## src/rtl/spi_bd_pkg.sv

```systemverilog
package spi_bd_pkg;

    localparam int DATA_W_DEF = 8;
    localparam int PRE_W_DEF  = 3;
    localparam int EXP_W_DEF  = 3;

    typedef enum logic [1:0] {
        ROLE_OFF    = 2'd0,
        ROLE_MASTER = 2'd1,
        ROLE_SLAVE  = 2'd2
    } role_e;

    typedef struct packed {
        logic enable;
        logic master;
        logic ss_auto;
        logic fault_en;
        logic one_wire;
        logic one_wire_drive;
    } ctl_t;

    typedef struct packed {
        logic rise;
        logic fall;
    } edge_t;

    function automatic role_e pick_role(input ctl_t c, input logic fault);
        if (!c.enable)               return ROLE_OFF;
        else if (c.master && !fault) return ROLE_MASTER;
        else                         return ROLE_SLAVE;
    endfunction

endpackage

```

## src/rtl/spi_in_sync.sv

```systemverilog
module spi_in_sync #(
    parameter int            W       = 4,
    parameter int            STAGES  = 2,
    parameter logic [W-1:0]  RST_VAL = '0
) (
    input  logic         clk,
    input  logic         rst,
    input  logic [W-1:0] d_i,
    output logic [W-1:0] q_o
);
    logic [W-1:0] stage_q [STAGES];

    genvar g;
    generate
        for (g = 0; g < STAGES; g++) begin : g_stage
            always_ff @(posedge clk) begin
                if (rst) stage_q[g] <= RST_VAL;
                else if (g == 0) stage_q[g] <= d_i;
                else stage_q[g] <= stage_q[(g == 0) ? 0 : g-1];
            end
        end
    endgenerate

    assign q_o = stage_q[STAGES-1];
endmodule

```

## src/rtl/spi_baud_gen.sv

```systemverilog
module spi_baud_gen #(
    parameter int PRE_W = 3,
    parameter int EXP_W = 3
) (
    input  logic             clk,
    input  logic             rst,
    input  logic             run_i,
    input  logic [PRE_W-1:0] presc_i,
    input  logic [EXP_W-1:0] expo_i,
    output logic             tick_o
);
    localparam int HALF_W = PRE_W + (1 << EXP_W);

    logic [HALF_W-1:0] half_len;
    logic [HALF_W-1:0] cnt_q;
    logic [PRE_W:0]    presc_p1;

    assign presc_p1 = {1'b0, presc_i} + {{PRE_W{1'b0}}, 1'b1};
    assign half_len = {{(HALF_W-PRE_W-1){1'b0}}, presc_p1} << expo_i;
    assign tick_o   = run_i && (cnt_q == half_len - {{(HALF_W-1){1'b0}}, 1'b1});

    always_ff @(posedge clk) begin
        if (rst || !run_i) cnt_q <= '0;
        else if (tick_o)   cnt_q <= '0;
        else               cnt_q <= cnt_q + {{(HALF_W-1){1'b0}}, 1'b1};
    end

    // a stopped divider restarts from zero so the first half period is full length
    a_r2_restart_full: assert property (@(posedge clk) disable iff (rst)
        (!run_i ##1 run_i) |-> (cnt_q == '0));
endmodule

```

## src/rtl/spi_shift_engine.sv

```systemverilog
module spi_shift_engine
    import spi_bd_pkg::*;
#(
    parameter int DATA_W = 8
) (
    input  logic              clk,
    input  logic              rst,
    input  role_e             role_i,
    input  logic              abort_i,
    input  logic              tick_i,
    input  edge_t             s_edge_i,
    input  logic              s_sel_i,
    input  logic              din_i,
    input  logic              wr_valid_i,
    input  logic [DATA_W-1:0] wr_data_i,
    output logic              dout_o,
    output logic              sck_o,
    output logic              busy_o,
    output logic [DATA_W-1:0] rd_data_o,
    output logic              done_o
);
    localparam int CNT_W = $clog2(DATA_W);
    localparam logic [CNT_W-1:0] LAST = CNT_W'(DATA_W-1);

    logic [DATA_W-1:0] shreg_q, rd_q;
    logic [CNT_W-1:0]  bit_q;
    logic              rx_q, sck_q, busy_q, done_q;
    logic [DATA_W-1:0] shifted;

    assign shifted = {shreg_q[DATA_W-2:0], rx_q};

    always_ff @(posedge clk) begin
        if (rst) begin
            shreg_q <= '0;
            rd_q    <= '0;
            bit_q   <= '0;
            rx_q    <= 1'b0;
            sck_q   <= 1'b0;
            busy_q  <= 1'b0;
            done_q  <= 1'b0;
        end else begin
            done_q <= 1'b0;
            if (role_i == ROLE_OFF || abort_i) begin
                busy_q <= 1'b0;
                sck_q  <= 1'b0;
                bit_q  <= '0;
            end else if (role_i == ROLE_MASTER) begin
                if (!busy_q) begin
                    if (wr_valid_i) begin
                        busy_q  <= 1'b1;
                        shreg_q <= wr_data_i;
                        bit_q   <= '0;
                        sck_q   <= 1'b0;
                    end
                end else if (tick_i) begin
                    sck_q <= ~sck_q;
                    if (!sck_q) begin
                        rx_q <= din_i;
                    end else begin
                        shreg_q <= shifted;
                        if (bit_q == LAST) begin
                            busy_q <= 1'b0;
                            done_q <= 1'b1;
                            rd_q   <= shifted;
                            bit_q  <= '0;
                        end else begin
                            bit_q <= bit_q + 1'b1;
                        end
                    end
                end
            end else begin
                sck_q <= 1'b0;
                if (!s_sel_i) begin
                    busy_q <= 1'b0;
                    bit_q  <= '0;
                    if (wr_valid_i) shreg_q <= wr_data_i;
                end else begin
                    if (s_edge_i.rise) begin
                        rx_q   <= din_i;
                        busy_q <= 1'b1;
                    end
                    if (s_edge_i.fall && busy_q) begin
                        shreg_q <= shifted;
                        if (bit_q == LAST) begin
                            busy_q <= 1'b0;
                            done_q <= 1'b1;
                            rd_q   <= shifted;
                            bit_q  <= '0;
                        end else begin
                            bit_q <= bit_q + 1'b1;
                        end
                    end
                end
            end
        end
    end

    assign dout_o    = shreg_q[DATA_W-1];
    assign sck_o     = sck_q;
    assign busy_o    = busy_q;
    assign rd_data_o = rd_q;
    assign done_o    = done_q;

    // completion is a single-cycle pulse
    a_r3_done_pulse: assert property (@(posedge clk) disable iff (rst)
        done_q |=> !done_q);

    // SCK only moves on a divider tick
    a_r1_sck_hold: assert property (@(posedge clk) disable iff (rst)
        (role_i == ROLE_MASTER && busy_q && !tick_i && !abort_i) |=> $stable(sck_q));
endmodule

```

## src/rtl/spi_pin_route.sv

```systemverilog
module spi_pin_route
    import spi_bd_pkg::*;
(
    input  role_e role_i,
    input  ctl_t  ctl_i,
    input  logic  busy_i,
    input  logic  sck_i,
    input  logic  dout_i,
    input  logic  s_sel_i,
    input  logic  mosi_raw_i,
    input  logic  miso_raw_i,
    input  logic  mosi_sync_i,
    input  logic  miso_sync_i,
    output logic  din_o,
    output logic  sck_o,
    output logic  sck_oe,
    output logic  mosi_o,
    output logic  mosi_oe,
    output logic  miso_o,
    output logic  miso_oe,
    output logic  ss_o,
    output logic  ss_oe
);
    always_comb begin
        din_o   = 1'b0;
        sck_o   = 1'b0;
        sck_oe  = 1'b0;
        mosi_o  = dout_i;
        mosi_oe = 1'b0;
        miso_o  = dout_i;
        miso_oe = 1'b0;
        ss_o    = 1'b1;
        ss_oe   = 1'b0;
        unique case (role_i)
            ROLE_MASTER: begin
                sck_o  = sck_i;
                sck_oe = 1'b1;
                if (ctl_i.one_wire) begin
                    mosi_oe = ctl_i.one_wire_drive;
                    din_o   = mosi_raw_i;
                end else begin
                    mosi_oe = 1'b1;
                    din_o   = miso_raw_i;
                end
                if (ctl_i.ss_auto && ctl_i.fault_en) begin
                    ss_oe = 1'b1;
                    ss_o  = !busy_i;
                end
            end
            ROLE_SLAVE: begin
                if (ctl_i.one_wire) begin
                    miso_oe = ctl_i.one_wire_drive && s_sel_i;
                    din_o   = miso_sync_i;
                end else begin
                    miso_oe = s_sel_i;
                    din_o   = mosi_sync_i;
                end
            end
            default: ;
        endcase
    end
endmodule

```

## src/rtl/spi_duplex_ctrl.sv

```systemverilog
module spi_duplex_ctrl
    import spi_bd_pkg::*;
#(
    parameter int DATA_W = DATA_W_DEF,
    parameter int PRE_W  = PRE_W_DEF,
    parameter int EXP_W  = EXP_W_DEF
) (
    input  logic              clk,
    input  logic              rst,
    input  logic              cfg_enable,
    input  logic              cfg_master,
    input  logic              cfg_ss_auto,
    input  logic              cfg_fault_en,
    input  logic              cfg_one_wire,
    input  logic              cfg_one_wire_drive,
    input  logic [PRE_W-1:0]  cfg_prescale,
    input  logic [EXP_W-1:0]  cfg_exponent,
    input  logic              wr_valid,
    input  logic [DATA_W-1:0] wr_data,
    output logic [DATA_W-1:0] rd_data,
    output logic              xfer_done,
    output logic              busy,
    output logic              fault_flag,
    input  logic              sck_i,
    output logic              sck_o,
    output logic              sck_oe,
    input  logic              mosi_i,
    output logic              mosi_o,
    output logic              mosi_oe,
    input  logic              miso_i,
    output logic              miso_o,
    output logic              miso_oe,
    input  logic              ss_i,
    output logic              ss_o,
    output logic              ss_oe
);
    ctl_t  ctl;
    role_e role;
    edge_t s_edge;
    logic  fault_q, fault_set;
    logic  ss_s, sck_s, mosi_s, miso_s, sck_prev_q;
    logic  baud_tick, eng_busy, eng_sck, eng_dout, din, s_sel;

    assign ctl = '{enable: cfg_enable, master: cfg_master, ss_auto: cfg_ss_auto,
                   fault_en: cfg_fault_en, one_wire: cfg_one_wire,
                   one_wire_drive: cfg_one_wire_drive};

    spi_in_sync #(.W(4), .STAGES(2), .RST_VAL(4'b1000)) u_sync (
        .clk (clk),
        .rst (rst),
        .d_i ({ss_i, sck_i, mosi_i, miso_i}),
        .q_o ({ss_s, sck_s, mosi_s, miso_s})
    );

    assign role      = pick_role(ctl, fault_q);
    assign fault_set = (role == ROLE_MASTER) && ctl.fault_en && !ctl.ss_auto && !ss_s;
    assign s_sel     = (role == ROLE_SLAVE) && !ss_s;
    assign s_edge    = '{rise: sck_s && !sck_prev_q, fall: !sck_s && sck_prev_q};

    always_ff @(posedge clk) begin
        if (rst) begin
            fault_q    <= 1'b0;
            sck_prev_q <= 1'b0;
        end else begin
            sck_prev_q <= sck_s;
            if (!ctl.enable || !ctl.master) fault_q <= 1'b0;
            else if (fault_set)             fault_q <= 1'b1;
        end
    end

    spi_baud_gen #(.PRE_W(PRE_W), .EXP_W(EXP_W)) u_baud (
        .clk     (clk),
        .rst     (rst),
        .run_i   ((role == ROLE_MASTER) && eng_busy),
        .presc_i (cfg_prescale),
        .expo_i  (cfg_exponent),
        .tick_o  (baud_tick)
    );

    spi_shift_engine #(.DATA_W(DATA_W)) u_eng (
        .clk        (clk),
        .rst        (rst),
        .role_i     (role),
        .abort_i    (fault_set),
        .tick_i     (baud_tick),
        .s_edge_i   (s_edge),
        .s_sel_i    (s_sel),
        .din_i      (din),
        .wr_valid_i (wr_valid),
        .wr_data_i  (wr_data),
        .dout_o     (eng_dout),
        .sck_o      (eng_sck),
        .busy_o     (eng_busy),
        .rd_data_o  (rd_data),
        .done_o     (xfer_done)
    );

    spi_pin_route u_route (
        .role_i      (role),
        .ctl_i       (ctl),
        .busy_i      (eng_busy),
        .sck_i       (eng_sck),
        .dout_i      (eng_dout),
        .s_sel_i     (s_sel),
        .mosi_raw_i  (mosi_i),
        .miso_raw_i  (miso_i),
        .mosi_sync_i (mosi_s),
        .miso_sync_i (miso_s),
        .din_o       (din),
        .sck_o       (sck_o),
        .sck_oe      (sck_oe),
        .mosi_o      (mosi_o),
        .mosi_oe     (mosi_oe),
        .miso_o      (miso_o),
        .miso_oe     (miso_oe),
        .ss_o        (ss_o),
        .ss_oe       (ss_oe)
    );

    assign busy       = eng_busy;
    assign fault_flag = fault_q;

    // no divider tick outside a transfer
    a_r2_no_tick_idle: assert property (@(posedge clk) disable iff (rst)
        !eng_busy |-> !baud_tick);

    // automatic select stays low while the engine is busy
    a_r4_ss_low_busy: assert property (@(posedge clk) disable iff (rst)
        (ss_oe && eng_busy) |-> !ss_o);

    // a faulted master releases clock and data
    a_r5_fault_release: assert property (@(posedge clk) disable iff (rst)
        fault_q |-> (!sck_oe && !mosi_oe));

    // automatic select suppresses fault detection
    a_r6_no_fault_auto: assert property (@(posedge clk) disable iff (rst)
        (!fault_q && cfg_ss_auto) |=> !fault_q);

    // single-wire master leaves MISO free
    a_r7_master_miso_free: assert property (@(posedge clk) disable iff (rst)
        (role == ROLE_MASTER && cfg_one_wire) |-> !miso_oe);

    // slave never drives MOSI or SCK
    a_r8_slave_mosi_free: assert property (@(posedge clk) disable iff (rst)
        (role == ROLE_SLAVE) |-> (!mosi_oe && !sck_oe));

    // disabled block releases every pin
    a_r11_all_released: assert property (@(posedge clk) disable iff (rst)
        !cfg_enable |-> !(sck_oe || mosi_oe || miso_oe || ss_oe));
endmodule

```

## config.mk

```make
export PLATFORM = sky130hd
export DESIGN_NAME = spi_duplex_ctrl
export DESIGN_NICKNAME = d
export VERILOG_FILES = /design/src/rtl/spi_bd_pkg.sv /design/src/rtl/spi_in_sync.sv /design/src/rtl/spi_baud_gen.sv /design/src/rtl/spi_shift_engine.sv /design/src/rtl/spi_pin_route.sv /design/src/rtl/spi_duplex_ctrl.sv
export SDC_FILE = /design/constraint.sdc
export NUM_CORES = 1
export LEC_CHECK = 0
export BUFFER_PORTS_ARGS = -buffer_cell sky130_fd_sc_hd__buf_2
export CAP_MARGIN = 15
export CORE_ASPECT_RATIO = 0.9
export CORE_MARGIN = 3
export CORE_UTILIZATION = 35
export DETAILED_ROUTE_END_ITERATION = 12
export GPL_ROUTABILITY_DRIVEN = 0
export HOLD_SLACK_MARGIN = 0.06
export PLACE_DENSITY = 0.61
export SLEW_MARGIN = 20
export SYNTH_ARGS = -nofsm -noshare
export SYNTH_HDL_FRONTEND = slang
export SYNTH_HIERARCHICAL = 1
export SYNTH_SLANG_ARGS = --single-unit
```

## constraint.sdc

```tcl
create_clock -name clk -period 4.91 [get_ports clk]
set_input_delay 0.2455 -clock clk [delete_from_list [all_inputs] [get_ports clk]]
set_output_delay 0.2455 -clock clk [all_outputs]
set_load 0.05 [all_outputs]
```

==> qor.txt, run 1 <==
Vias in the first global route: 2460
Commonest non-fill, non-tap cell in the layout: buf_2
Worst path required time: 5.12 ns
Maximum root-to-sink buffer count: 2
Vias: 2644
Net Sw Frac: 29.4%
DR iter-0 viols: 106
Core footprint: 8340 um2
Worst skew pair latency: 0.31 ns
Top delay family on crit path: compound AO/OA/AOI/OAI gates
Cell variety after synth: 65
PostCTS Resize Cnt: 0
Largest net degree at the start of global routing: 39
Final setup viols: 0
Clock Skew: 0.0115 ns
Final core occ: 42.1%
Max-Cap Viols: 0
Global route overflow: 0
Max stage delay on crit path: 0.55 ns
Prevailing post-synth register cell: dfxtp_1
Max FO, Critical Path: 14
CP max-delay cell: mux4_2
Die H: 95.3 um
Min Tclk post-route: 4.08 ns
First-pass GRT wire length: 12200 um
Static Leak: 1.41 nW
Wire per inst: 13.8 um
Clock share of power: 35.7%
# DRC: 0
Die Wd: 105 um
Most frequent CP cell: xor2_1
Crit path launch type: primary input
NetSw: 246 uW
Avg Inst Size Synth: 8.60 um2
Layout cells sized above 1: 18.9%
Area delta synth->final: 13.1%
Maximum clock rate: 0.245 GHz
Synth warn: 6
Drt pass-1 iters: 4
Simple-gate share of the synthesized area: 27.0%
Clock tree sinks: 44
Full die area: 10000 um2
Synth Net Count: 396
Most frequent cells in the layout: buf_2, dfxtp_1, nand2b_1
Combinational share of power: 19.9%
Dpl hpwl: 5260 um
H-tree level count: 2
Fin crit share: 83.1%
Hold WS: 0.121 ns
Synth Area in Compound Gates: 18.7%
Mux cell area share after synthesis: 9.19%
Min-delay worst type: primary input to flip-flop
Non-Filler Instances: 512
Status: completed
I/O pin cnt: 46
Final net count: 431
Xor/xnor share of the synthesized area: 7.38%
Slew Limit Fails: 0
RSZ-0062 raised after global routing: false
WP buf/inv: 2
Crit. End Element: flip-flop
CTS tree: yes
Maximum vdd drop: 0.000161 V
Placed instance count: 504
Yosys reg bits: 44
Post-Synth Adder-Cell Area: 3.22%
EDFF count, synth: 0
Worst slew pin tran: 0.956 ns
Starting Density: 37.2%
Ant. Diodes: 0
TritonCTS buffer count: 5
Post CTS Setup Buffer Count: 0
GRT Util Overall: 14.6%
Vias per std cell: 5.16
Async set or reset register ratio after synthesis: 0%
Initial antenna violation count: 0
Int Power: 591 uW
PD cells: 238 nW/um2
Sequential share of power: 44.3%
Placement row count: 31
Worst-path clk slew: 0.10 ns
Synthesized area: 3100 um2
TNS Setup: 0 ns
Drt total wl: 7080 um
Synthesized instance count: 361
WS Path Type: primary input to flip-flop
Post-synthesis sequential area ratio: 28.4%
Fillers: 839
Cell Chain, Critical Path: buf_2 > ha_1 > xor2_1 > mux4_2 > o31ai_4 > xor2_1 > o32a_1 > o211a_1 > nor4_1 > buf_4 > a21boi_0 > o32ai_4 > a21bo_1 > a221oi_1
Max-slew headroom: 35.9%
Largest family of logic cells by synthesized area: simple AND/OR/NAND/NOR gates
Crit path arrival time: 4.29 ns
Final antenna-violating net count: 0
Root buf cell: clkbuf_8
# port buffers: 45
Hold Fails Final Rpt: 0
# hold bufs at CTS: 0
==> sequential cells by signal, indices dropped and copies added (netlist names) <==
register and flops:
u_eng/busy_o 1, u_eng/sck_o 1, fault_flag 1, u_eng/shreg_q 8, u_sync/stage_q 8, u_baud/cnt_q 11
sck_prev_q 1, u_eng/rx_q 1, u_eng/rd_data_o 8, u_eng/bit_q 3, u_eng/done_o 1
==> power groups by stage <==
stage	sequential, mW	combinational [mW]	clock [mW]
after floorplan	0.378	0.131	0
after global placement	0.379	0.163	0
after detailed placement	0.379	0.165	0
after CTS	0.371	0.166	0.308
after global routing	0.372	0.184	0.322
final	0.371	0.167	0.299
==> final cells by class <==
class / instances / area, um2 / share of cell area [%]
multi-input combinational: 276 / 2040 / 58.0
clock buffer: 5 / 68.8 / 1.96
sequential: 44 / 881 / 25.1
timing repair buffer: 49 / 255 / 7.27
tap: 115 / 144 / 4.10
clock inverter: 3 / 50.0 / 1.43
inverter: 20 / 75.1 / 2.14
==> worst paths after layout <==
kind / end / start / slack [ns] / cells past startpoint
setup reg to reg: u_eng/shreg_q[7] / u_baud/cnt_q[8] / 1.34 / 11
setup / recovery: u_eng/shreg_q[7] / cfg_prescale[0] / 0.83 / 14
hold reg to reg: u_sync/stage_q[1][3] / u_sync/stage_q[0][3] / 0.42 / 1
hold / removal: u_sync/stage_q[0][3] / ss_i / 0.12 / 2
==> kinds of logic after synthesis <==
logic type / after synthesis
AOI/OAI and AO/OA: 67
xor gates and xnor gates: 23
adders and majority gates: 8
buffers and inverters: 41
DFF: 44
muxes: 26
and+or+nand+nor: 152
==> per-layer routing <==
layer	share of wire, %	vias to the layer above	global-route usage (%)
li1	-	1360	-
met1	49	1212	20.4
met2	45	66	23.6
met3	5.7	6	2.51
met4	1.0	0	3.72
met5	0	-	0
==> stage by stage <==
step | setup slack (ns) | instance area, um2 | total power, mW
2_1_floorplan | 0.759 | 3100 | 0.509
3_5_place_dp | 0.604 | 3390 | 0.544
3_3_place_gp | 0.711 | 3390 | 0.542
4_1_cts | 0.853 | 3510 | 0.845
5_1_grt | 0.479 | 3510 | 0.878
6_report | 0.829 | 3510 | 0.837
==> synthesized netlist by cell type, types with 4 or more instances <==
cell	n	area share (%)
a21oi_1	12	1.9
a221oi_1	9	2.5
and2_1	4	0.81
and3_1	5	1.0
clkbuf_1	11	1.3
dfxtp_1	44	28
ha_1	8	3.2
inv_1	20	2.4
mux2i_1	24	7.7
nand2_1	22	2.7
nand2b_1	34	6.9
nand3_1	6	0.97
nand4_1	6	1.2
nor2_1	29	3.5
nor2b_1	11	2.2
nor3_1	9	1.5
o21ai_0	7	1.1
or3_1	4	0.81
xnor2_1	10	2.8
xor2_1	11	3.1
No activity file was read; power rests on OpenSTA's default activity.
==> inputs of run 2 (changes only) <==
--- a/config.mk
+++ b/config.mk
@@ -13,7 +13,7 @@
 export DETAILED_ROUTE_END_ITERATION = 12
 export GPL_ROUTABILITY_DRIVEN = 0
 export HOLD_SLACK_MARGIN = 0.06
-export PLACE_DENSITY = 0.61
+export PLACE_DENSITY = 0.63
 export SLEW_MARGIN = 20
 export SYNTH_ARGS = -nofsm -noshare
 export SYNTH_HDL_FRONTEND = slang
==> constraint.sdc (replaced) <==
create_clock -name clk -period 3.7 [get_ports clk]
set_input_delay 0.185 -clock clk [delete_from_list [all_inputs] [get_ports clk]]
set_output_delay 0.185 -clock clk [all_outputs]
set_load 0.05 [all_outputs]
==> run 2 against run 1 <==
  * Total power is 33% higher
  * Critical path depth is 1 lower
  * Clock power is 26% higher
  * Largest cell class unchanged
  * Core utilization is 2.3 points higher
  * Highest routed layer unchanged
==> qor.txt, run 2 (synthesis gave the netlist of run 1 again) <==
Worst skew pair latency: 0.30 ns
Clock tree sinks: 44
Vias per std cell: 5.18
Final antenna-violating net count: 0
Wire per inst: 13.7 um
Most frequent cells in the layout: buf_2, dfxtp_1, nand2b_1
Max-Cap Viols: 0
WS Path Type: primary input to flip-flop
Layout cells sized above 1: 23.3%
H-tree level count: 2
Non-Filler Instances: 531
Placed instance count: 523
Pre-CTS WS: -0.0300 ns
Full die area: 10000 um2
Global route overflow: 0
Min-delay worst type: primary input to flip-flop
Max-slew headroom: 34.8%
Setup WS post-layout: 0.285 ns
Drt total wl: 7250 um
Die H: 95.3 um
Vias in the first global route: 2617
# DRC: 0
PD cells: 301 nW/um2
Maximum clock rate: 0.293 GHz
Maximum root-to-sink buffer count: 2
Dpl hpwl: 5570 um
Hold Fails Final Rpt: 0
Final net count: 450
Core footprint: 8340 um2
Crit path launch type: primary input
Max FO, Critical Path: 8
Largest net degree at the start of global routing: 39
Clock Skew: 0.00752 ns
Ant. Diodes: 0
DP Area: 3580 um2
Area delta synth->final: 19.2%
Worst-path clk slew: 0.09 ns
CTS tree: yes
Biggest register: u_baud/cnt_q
Min Tclk post-route: 3.42 ns
Static Leak: 1.51 nW
# hold bufs at CTS: 0
Worst path required time: 3.90 ns
Max reg flops: 11
Final Instance Area: 3700 um2
Drt pass-1 iters: 5
PostCTS Resize Cnt: 0
Post CTS Setup Buffer Count: 0
I/O pin cnt: 46
Fin crit share: 92.3%
Crit path arrival time: 3.62 ns
# port buffers: 45
TritonCTS buffer count: 5
Status: completed
Root buf cell: clkbuf_8
Vias: 2751
RSZ-0062 raised after global routing: false
Cell Chain, Critical Path: buf_2 > ha_2 > xor2_2 > mux4_2 > o31ai_4 > xnor3_1 > a211oi_2 > nand4_1 > nor4_4 > a21boi_2 > o32ai_4 > a21bo_1 > a221oi_1
CP max-delay cell: mux4_2
First-pass GRT wire length: 12400 um
GRT Util Overall: 15.0%
Die Wd: 105 um
Worst slew pin tran: 0.972 ns
DR iter-0 viols: 120
Placement row count: 31
Crit. End Element: flip-flop
Final setup viols: 0
Initial antenna violation count: 0
Max stage delay on crit path: 0.52 ns
Slew Limit Fails: 0
Starting Density: 37.2%
Maximum vdd drop: 0.000219 V
Commonest non-fill, non-tap cell in the layout: buf_2
==> run 2: final timing paths <==
path | startpoint | to | slack (ns) | cells after the start
setup reg to reg | u_baud/cnt_q[8] | u_eng/shreg_q[7] | 0.63 | 11
setup / recovery | cfg_prescale[0] | u_eng/shreg_q[7] | 0.28 | 13
hold / removal | sck_i | u_sync/stage_q[0][2] | 0.09 | 2
hold reg to reg | u_sync/stage_q[0][3] | u_sync/stage_q[1][3] | 0.41 | 1
==> run 2: final cells by class <==
class                           count  area (um2)
Tap cell                          115         144
Multi-Input combinational cell    276        2060
Clock inverter                      3        47.5
Timing Repair Buffer               68         423
Sequential cell                    44         881
Clock buffer                        5        68.8
Fill cell                         834        4640
Inverter                           20        75.1
==> run 2: critical path: cells and delay by family <==
kind / cells / cell delay [ns]
compound gates: 6 / 1.61
mux: 1 / 0.52
simple gates: 2 / 0.51
xor+xnor: 2 / 0.46
fa+ha+maj: 1 / 0.21
buf+inv: 1 / 0.11
==> run 2: power by group <==
| group | leakage (nW) | switching (mW) | total (mW) | internal, mW |
|---|---|---|---|---|
| Clock | 0.0583 | 0.173 | 0.376 | 0.203 |
| Combinational | 1.10 | 0.139 | 0.247 | 0.109 |
| Sequential | 0.358 | 0.00705 | 0.492 | 0.485 |
| Total | 1.51 | 0.319 | 1.12 | 0.797 |
==> run 2: metal layers <==
layer,global-route usage (%),vias to the layer above,wire length [um]
met1,20.5,1281,3590
met3,3.39,9,434
met2,23.6,70,3150
li1,-,1391,-
met5,0,-,0
met4,4.48,0,73
==> run 2: metrics by stage <==
stage | TNS [ns] | power [mW] | util (%) | hold slack (ns)
final | 0 | 1.12 | 44.4 | 0.0905
after global routing | 0 | 1.17 | 44.4 | 0.0873
after CTS | 0 | 1.13 | 44.4 | 0.0789
after detailed placement | -0.0361 | 0.748 | 43.0 | 0.388
after global placement | 0 | 0.746 | 43.0 | 0.385
after floorplan | 0 | 0.679 | - | 0.250
==> inputs of run 3 (changes only) <==
--- a/config.mk
+++ b/config.mk
@@ -5,6 +5,7 @@
 export SDC_FILE = /design/constraint.sdc
 export NUM_CORES = 1
 export LEC_CHECK = 0
+export ABC_AREA = 1
 export BUFFER_PORTS_ARGS = -buffer_cell sky130_fd_sc_hd__buf_2
 export CAP_MARGIN = 15
 export CORE_ASPECT_RATIO = 0.9
==> run 3 against run 2 <==
  * Sequential power hardly changed
  * Design area is 5.4% lower
  * Non-clock buffer count is 22 lower
  * Synthesized area is 0.60% higher
  * Clock power is 15% lower
  * Sequential share of layout area is 1.4 points higher
  * Maximum frequency is 29% higher
  * Global-route usage is 0.85 points lower
  * Wire length is 3.5% lower
  * Clock-buffer cell count is 1 higher
==> qor.txt, run 3 <==
CTS tree: yes
Setup WS post-layout: 1.05 ns
Slew Limit Fails: 0
Die Wd: 106 um
Most numerous cell in the Yosys netlist: nand2_1
RSZ-0062 raised after global routing: false
# DRC: 0
Min-delay worst type: primary input to flip-flop
Max-slew headroom: 67.5%
Most frequent cells in the layout: nand2_1, nor2_1, inv_1
Post-synthesis sequential area ratio: 28.2%
PD cells: 297 nW/um2
H-tree level count: 2
Simple-gate share of the synthesized area: 46.9%
Final net count: 588
Worst path required time: 3.90 ns
Max-Cap Viols: 0
WS Path Type: primary input to flip-flop
Placed instance count: 664
Status: completed
Cell variety after synth: 31
Combinational share of power: 21.9%
Dpl hpwl: 5540 um
Max reg flops: 11
Root buf cell: clkbuf_8
Global route overflow: 0
Synthesized instance count: 515
# port buffers: 45
Yosys reg bits: 44
Net Sw Frac: 31.4%
Clock share of power: 30.7%
Starting Density: 36.3%
Wire per inst: 10.4 um
Routed length on met1: 3460 um
Synth area leader: dfxtp_1
Final core occ: 40.7%
Largest net degree at the start of global routing: 19
Crit. End Element: flip-flop
Synth area leaders: dfxtp_1, nand2_1, nor2_1
NetSw: 327 uW
Worst skew pair latency: 0.30 ns
Die H: 95.6 um
Synth Area in Compound Gates: 5.09%
Xor/xnor share of the synthesized area: 3.93%
Vias in the first global route: 2832
Synth warn: 6
Ant. Diodes: 0
Commonest non-fill, non-tap cell in the layout: nand2_1
Routed wl met3: 228 um
Maximum root-to-sink buffer count: 2
Synthesized area: 3120 um2
Pre-CTS WS: 0.756 ns
Prevailing post-synth register cell: dfxtp_1
TritonCTS buffer count: 5
Placement row count: 32
GRT Util Overall: 14.1%
Sequential share of power: 47.4%
Clock Skew: 0.0165 ns
Non-Filler Instances: 673
Initial antenna violation count: 0
Drt pass-1 iters: 4
Hold Fails Final Rpt: 0
Worst-path clk slew: 0.09 ns
Avg Inst Size Synth: 6.06 um2
Post-Synth Adder-Cell Area: 3.21%
Yosys top cell area share: 28.2%
Min Tclk post-route: 2.65 ns
Clock tree sinks: 44
Static Leak: 1.69 nW
Max FO, Critical Path: 16
Crit path launch type: primary input
Hold WS: 0.0882 ns
Biggest register: u_baud/cnt_q
PostCTS Resize Cnt: 0
Largest family of logic cells by synthesized area: simple AND/OR/NAND/NOR gates
Crit path arrival time: 2.85 ns
Drt total wl: 6990 um
Area delta synth->final: 12.1%
DR iter-0 viols: 81
First-pass GRT wire length: 12000 um
Layout cells sized above 1: 17.9%
Highest metal layer with signal wires: met4
Met2 Wirelength: 3200 um
Final setup viols: 0
TNS Setup: 0 ns
EDFF count, synth: 0
Core footprint: 8610 um2
Maximum vdd drop: 0.000167 V
Int Power: 713 uW
Fin crit share: 71.6%
Vias per std cell: 4.58
Maximum clock rate: 0.378 GHz
Full die area: 10100 um2
I/O pin cnt: 46
Final antenna-violating net count: 0
Async set or reset register ratio after synthesis: 0%
Synth top cells by count: nand2_1, nor2_1, inv_1, nand3_1, dfxtp_1
Synth Net Count: 550
Mux cell area share after synthesis: 0%
Worst slew pin tran: 0.483 ns
Vias: 3085
## run 3: routing by layer
metal	global-route usage (%)	up-vias
li1	-	1661
met1	18.6	1356
met2	23.4	56
met3	2.44	12
met4	4.85	0
met5	0	-
## run 3: layout make-up
class,count,area (um2)
flip-flops and latches,44,881
clock inverters,2,13.8
clock buffers,6,82.6
inverters,77,292
multi-input cells,379,1850
well taps,119,149
repair buffers,46,235
fillers,940,5110
## run 3: worst max-delay path, cell delays in order
cell     delay [ns]
buf_2          0.13
ha_1           0.33
o21ai_2        0.08
nor2_1         0.12
nand2_1        0.09
ha_1           0.30
a21oi_1        0.12
o21ai_0        0.09
a21oi_1        0.12
nand4_1        0.11
a21oi_1        0.12
nand2_1        0.07
nor2_2         0.09
nand3_2        0.09
inv_1          0.12
nand2_1        0.09
nand3_1        0.17
nand3_4        0.20
nor2_1         0.16
nor2_1         0.05
## run 3: kinds of logic after synthesis
| kind of cell | Yosys count |
|---|---|
| AO/OA/AOI/OAI | 30 |
| XOR/XNOR | 14 |
| adder cells (fa/ha/maj) | 8 |
| buffers and inverters | 92 |
| flip-flops | 44 |
| AND/OR/NAND/NOR | 327 |
## run 3: power by group through the flow
stage	Clock (mW)	Sequential, mW	Combinational (mW)
floorplan	0	0.503	0.178
global placement	0	0.504	0.221
detailed placement	0	0.504	0.225
CTS	0.335	0.493	0.227
global route	0.354	0.495	0.260
finish	0.319	0.493	0.228
## run 3: through the flow
| step | cell area, um2 | total power, mW |
|---|---|---|
| after global routing | 3500 | 1.11 |
| after floorplan | 3120 | 0.681 |
| after global placement | 3390 | 0.725 |
| final | 3500 | 1.04 |
| after detailed placement | 3390 | 0.729 |
| after CTS | 3500 | 1.05 |
## run 3: timing repair
item	CTS	global route
buffers inserted	0	0
hold endpoints to repair	1	0
setup endpoints to repair	0	0
hold buffers	1	0
## run 3: worst paths after layout
kind / endpoint / slack [ns] / from / depth (start not counted)
worst max-delay path: u_eng/shreg_q[5] / 1.05 / cfg_prescale[0] / 20
worst min register to register: u_sync/stage_q[1][1] / 0.40 / u_sync/stage_q[0][1] / 2
worst min-delay path: u_sync/stage_q[0][2] / 0.09 / sck_i / 3
worst max register to register: u_eng/shreg_q[5] / 1.20 / u_eng/busy_o / 17
